File: src/rtl/nlt_pkg.sv
package nlt_pkg;

  // strobes from control to datapath
  typedef struct packed {
    logic push;    // store the offered quad-word
    logic pop;     // head entry fully sent, advance
    logic wrSlot;  // entry index written on push (after pop)
  } nltStrobe_t;

endpackage

File: src/rtl/nlt_ctrl.sv
module nlt_ctrl
  import nlt_pkg::*;
#(
  parameter int NIBS = 32,
  localparam int IW = $clog2(NIBS)
) (
  input  logic          clk,
  input  logic          rst,
  input  logic          wrValid,
  input  logic          ackIn,
  output logic          wrReady,
  output logic          busy,
  output logic          linkClk,
  output logic [IW-1:0] nibIdx,
  output nltStrobe_t    strobe
);

  logic [1:0] count;
  logic [1:0] afterPop;
  logic       endQw;
  logic       startNow;
  logic       push;
  logic       pop;

  assign endQw    = busy && (nibIdx == IW'(NIBS - 1));
  assign wrReady  = (count != 2'd2);
  assign push     = wrValid && wrReady;
  assign pop      = endQw;
  assign afterPop = count - {1'b0, pop};

  // a new quad-word begins from idle, or directly after the current one
  assign startNow = ackIn && ((!busy && count != 2'd0) ||
                              (endQw && count == 2'd2));

  always_ff @(posedge clk) begin
    if (rst) begin
      count  <= 2'd0;
      busy   <= 1'b0;
      nibIdx <= '0;
    end else begin
      count <= afterPop + {1'b0, push};
      if (startNow) begin
        busy   <= 1'b1;
        nibIdx <= '0;
      end else if (endQw) begin
        busy   <= 1'b0;
        nibIdx <= '0;
      end else if (busy) begin
        nibIdx <= nibIdx + 1'b1;
      end
    end
  end

  assign linkClk = busy && !nibIdx[0];

  always_comb begin
    strobe.push   = push;
    strobe.pop    = pop;
    strobe.wrSlot = afterPop[0];
  end

endmodule

File: src/rtl/nlt_datapath.sv
module nlt_datapath
  import nlt_pkg::*;
#(
  parameter int QW_W  = 128,
  parameter int NIB_W = 4,
  localparam int NIBS = QW_W / NIB_W,
  localparam int IW   = $clog2(NIBS)
) (
  input  logic             clk,
  input  logic             rst,
  input  nltStrobe_t       strobe,
  input  logic [QW_W-1:0]  wrData,
  input  logic             wrLast,
  input  logic             busy,
  input  logic [IW-1:0]    nibIdx,
  output logic [NIB_W-1:0] linkData,
  output logic             blkDone
);

  logic [QW_W-1:0]  slotData [2];
  logic             slotLast [2];
  logic [NIB_W-1:0] nibs [NIBS];

  // entry 0 is the head; pop shifts, then push may overwrite
  always_ff @(posedge clk) begin
    if (rst) begin
      slotData[0] <= '0;
      slotData[1] <= '0;
      slotLast[0] <= 1'b0;
      slotLast[1] <= 1'b0;
    end else begin
      if (strobe.pop) begin
        slotData[0] <= slotData[1];
        slotLast[0] <= slotLast[1];
      end
      if (strobe.push) begin
        slotData[strobe.wrSlot] <= wrData;
        slotLast[strobe.wrSlot] <= wrLast;
      end
    end
  end

  for (genvar g = 0; g < NIBS; g++) begin : g_nib
    assign nibs[g] = slotData[0][g*NIB_W +: NIB_W];
  end

  assign linkData = busy ? nibs[nibIdx] : '0;
  assign blkDone  = busy && slotLast[0];

endmodule

File: src/rtl/nibble_link_tx.sv
module nibble_link_tx
  import nlt_pkg::*;
#(
  parameter int QW_W  = 128,
  parameter int NIB_W = 4
) (
  input  logic             clk,
  input  logic             rst,
  input  logic             wrValid,
  input  logic [QW_W-1:0]  wrData,
  input  logic             wrLast,
  output logic             wrReady,
  input  logic             ackIn,
  output logic             linkClk,
  output logic [NIB_W-1:0] linkData,
  output logic             blkDone
);

  localparam int NIBS = QW_W / NIB_W;
  localparam int IW   = $clog2(NIBS);

  nltStrobe_t    strobe;
  logic          busy;
  logic [IW-1:0] nibIdx;

  nlt_ctrl #(.NIBS(NIBS)) u_ctrl (
    .clk(clk), .rst(rst), .wrValid(wrValid), .ackIn(ackIn),
    .wrReady(wrReady), .busy(busy), .linkClk(linkClk),
    .nibIdx(nibIdx), .strobe(strobe)
  );

  nlt_datapath #(.QW_W(QW_W), .NIB_W(NIB_W)) u_dp (
    .clk(clk), .rst(rst), .strobe(strobe), .wrData(wrData),
    .wrLast(wrLast), .busy(busy), .nibIdx(nibIdx),
    .linkData(linkData), .blkDone(blkDone)
  );

endmodule

File: config.mk
export PLATFORM = sky130hd
export DESIGN_NAME = nibble_link_tx
export DESIGN_NICKNAME = d
export VERILOG_FILES = /design/src/rtl/nlt_pkg.sv /design/src/rtl/nlt_ctrl.sv /design/src/rtl/nlt_datapath.sv /design/src/rtl/nibble_link_tx.sv
export SDC_FILE = /design/constraint.sdc
export NUM_CORES = 1
export LEC_CHECK = 0
export BUFFER_PORTS_ARGS = -buffer_cell sky130_fd_sc_hd__buf_4
export CELL_PAD_IN_SITES_DETAIL_PLACEMENT = 0
export CELL_PAD_IN_SITES_GLOBAL_PLACEMENT = 1
export CORE_MARGIN = 3
export CORE_UTILIZATION = 47
export DETAILED_ROUTE_END_ITERATION = 6
export PLACE_DENSITY_LB_ADDON = 0.1
export SLEW_MARGIN = 20
export SYNTH_ARGS = -nofsm -noshare
export SYNTH_HDL_FRONTEND = slang
export SYNTH_HIERARCHICAL = 1
export SYNTH_SLANG_ARGS = --single-unit
File: constraint.sdc
create_clock -name clk -period 7.4 [get_ports clk]
set_clock_uncertainty 0.1 [all_clocks]
set_input_delay 0.37 -clock clk [delete_from_list [all_inputs] [get_ports clk]]
set_output_delay 0.37 -clock clk [all_outputs]
set_load 0.01 [all_outputs]
==> results.py <==
metrics = {
    "sta": {
        "setup_tns_ns": 0,
        "hold_violations": 0,
        "fmax_mhz": 247,
        "finalCritPeriodShare": 0.546,
        "slew_headroom": 0.173,
        "fin_crit_ns": 4.04,
        "rsz0062_at_grt": "no",
        "setup_ws_ns": 3.36,
        "setup_viol": 0,
        "slew_viol_final": 0,
        "worst_slew_pin_slew_ns": 1.24,
    },
    "power_and_ir_drop": {
        "p_switching_uw": 738,
        "ir_drop_v": 0.000130,
        "p_total_uw": 3350,
        "netSwitchingFraction": 0.220,
        "clkPwrFrac": 0.371,
        "pwr-share-comb": 0.084,
        "p_seq_frac": 0.544,
        "p_leak_uw": 0.00515,
        "intPower_uw": 2610,
        "power_density_nw_per_um2": 238,
    },
    "synth": {
        "ys_seq_area_frac": 0.657,
        "ys_seq_elements": 266,
        "syn_inst": 964,
        "postSynthAreaPerCell_um2": 12.5,
        "yosysWarnings": 6,
        "synth.distinct_cells": 42,
        "synth_fp_nets": 1101,
        "synth_area_um2": 12000,
    },
    "route": {
        "routed-wl-met3_um": 1420,
        "vias": 7430,
        "avgViaCountPerCell": 5.25,
        "top_layer_used": "met4",
        "wl_per_cell_um": 19.1,
        "ant_nets": 0,
        "wl_met1_um": 12200,
        "dr_wl_met2_um": 13000,
        "routed_wl_um": 27000,
        "drcViolationCount": 0,
        "drt-pass1-iter-count": 5,
        "drt_iter0_drc": 583,
    },
    "global_routing": {
        "grt_pass1_wl_um": 42100,
        "overflow": 0,
        "grt_max_degree": 259,
        "grt_pass1_vias": 7482,
        "grt_usage": 0.191,
        "antenna_found_initial": 0,
    },
    "worst_setup_path": {
        "path_class": "flip-flop to flip-flop",
        "reg2reg_setup_slack_ns": 3.36,
        "worstPathArrival_ns": 4.14,
        "crit_path_max_fanout": 64,
        "start_kind": "flip-flop",
        "r2r-start": "u_ctrl/nibIdx[0]",
        "endpoint_kind": "flip-flop",
        "crit_path_start": "u_ctrl/nibIdx[0]",
        "crit_required_ns": 7.50,
    },
    "cells_and_area": {
        "finalNetCount": 1211,
        "fillerInstances": 2071,
        "fin_cells": 1414,
        "area_delta_synth_final_pct": 17.0,
        "diodes": 0,
        "final_core_util": 0.569,
        "drive_gt1_frac": 0.194,
    },
    "place": {
        "io_buffers": 139,
        "dp_hpwl_um": 16300,
        "gp_congestion": 0.736,
        "place_inst": 1367,
        "dp_slack_ns": 3.29,
    },
    "die": {
        "fp.coreArea_um2": 24700,
        "die_h_um": 166,
        "dieArea_um2": 27600,
        "row_count": 57,
        "die_w_um": 166,
        "initial_core_util": 0.486,
        "io_pins": 140,
    },
    "clocking": {
        "clk_pin_slew_ns": 0.06,
        "tritoncts": "done",
        "clockBufferDepth": 3,
        "insertion_delay_ns": 0.53,
        "cts_root_buf": "clkbuf_16",
        "cts_setup_buffers": 0,
        "cts_max_level": 1,
        "numCtsBuffers": 28,
        "cts.sinks": 266,
        "ctsResizeCount": 0,
    },
    "flow_run": {
        "maxCapViolations": 0,
    },
    "worst_hold_path": {
        "hp-start": "wrData[52]",
        "hp-class": "input pin to flip-flop",
    },
    "run_status": {
        "run_status": "finished, final reports clean",
    },
}
==> critical path, cell delays in order, from the launching register on <==
cell and delay, ns:
dfxtp_1 0.95, ha_1 0.30, and3_1 0.16, ha_1 0.17, and2_1 0.18, ha_1 0.24, inv_1 0.14, and3b_4 0.22
or2_4 0.73, buf_4 0.44
==> through the flow <==
stage	cell area, µm²	hold slack, ns
after floorplan	12000	0.332
after global placement	13300	0.416
after detailed placement	13300	0.428
after CTS	14100	0.00441
after global routing	14100	0.00632
final	14100	0.0260
==> Yosys cell counts, drive strengths merged <==
library cell / number / area share
a21oi: 4 / 0.0020
a21bo: 1 / 0.00083
and3b: 1 / 0.00073
or2: 2 / 0.0010
or3: 1 / 0.00052
nor2b: 3 / 0.0016
buf: 28 / 0.016
mux4: 32 / 0.066
and4: 1 / 0.00073
xor2: 3 / 0.0022
nor2: 9 / 0.0028
a22oi: 1 / 0.00062
o221ai: 2 / 0.0015
nand2: 264 / 0.082
a311oi: 1 / 0.00073
xnor2: 1 / 0.00073
or2b: 1 / 0.00062
inv: 3 / 0.00094
nor3b: 1 / 0.0010
mux2i: 2 / 0.0017
and3: 3 / 0.0016
and2: 133 / 0.069
nor3: 2 / 0.00083
nand4: 1 / 0.00052
ha: 4 / 0.0042
o22ai: 2 / 0.0010
mux2: 10 / 0.0094
edfxtp: 258 / 0.64
o21ai: 132 / 0.055
dfxtp: 8 / 0.013
nand2b: 4 / 0.0021
a41oi: 2 / 0.0015
clkinv: 1 / 0.00031
nand3: 2 / 0.00083
clkbuf: 41 / 0.013
==> cell usage in the layout (no fill, tap or decap), types with 3 or more instances in the layout <==
cell       Yosys  final
inv_1          3      3
dfxtp_1        8      7
a21oi_1        3      3
nor2_1         9      9
o21ai_0      120    120
buf_4          4    144
nand2_1      264    264
buf_12         0      3
xor2_1         3      3
mux2_2        10     10
mux4_2        13     13
o21ai_1       12     12
edfxtp_1     258    258
and3_1         3      3
ha_1           4      4
mux4_1        19     19
nand2b_1       4      4
clkbuf_16      0     29
and2_1       133    133
clkinv_1       1      9
clkbuf_1      41      6
==> state kept, by name (all words and copies together), names as in the netlist <==
register       flops
u_dp/slotLast      2
u_ctrl/nibIdx      5
u_ctrl/count       2
u_dp/slotData    256
u_ctrl/busy        1
==> cell families after synthesis <==
logic type,share of synthesized area
XOR/XNOR,0.00291
adder cells (fa/ha/maj),0.00416
AND/OR/NAND/NOR,0.166
AO/OA/AOI/OAI,0.0630
multiplexers,0.0768
buffers and inverters,0.0299
flip-flops,0.657
==> worst paths after layout <==
kind         cells past startpoint                   end
max                              9  u_dp/slotData[1][99]
max reg2reg                      9  u_dp/slotData[1][99]
min                              3  u_dp/slotData[0][52]
min reg2reg                      2       u_ctrl/count[1]
==> per-layer routing <==
layer,vias to the layer above,global-route usage
li1,3632,-
met1,3573,0.279
met2,200,0.312
met3,25,0.0283
met4,0,0.0369
met5,-,0
==> power groups by stage <==
stage          clock, µW  sequential [µW]  combinational [µW]
4_1_cts             1280             1820                 287
6_report            1240             1820                 283
5_1_grt             1330             1830                 312
3_3_place_gp           0             1850                 285
3_5_place_dp           0             1850                 285
2_1_floorplan          0             1840                 165
==> repair_timing <==
item                                    4_1_cts  5_1_grt
endpoints found under the hold margin         1        0
endpoints found under the setup margin        0        0
hold buffers                                  1        0
==> cell type report <==
class / instances / area [µm²] / area share
Timing Repair Buffer: 149 / 1160 / 0.0825
Clock inverter: 11 / 48.8 / 0.00346
Inverter: 4 / 15.0 / 0.00107
Multi-Input combinational cell: 625 / 3790 / 0.269
Sequential cell: 266 / 7910 / 0.562
Clock buffer: 35 / 748 / 0.0531
Tap cell: 324 / 405 / 0.0288
Power figures use the tool's default switching activity.
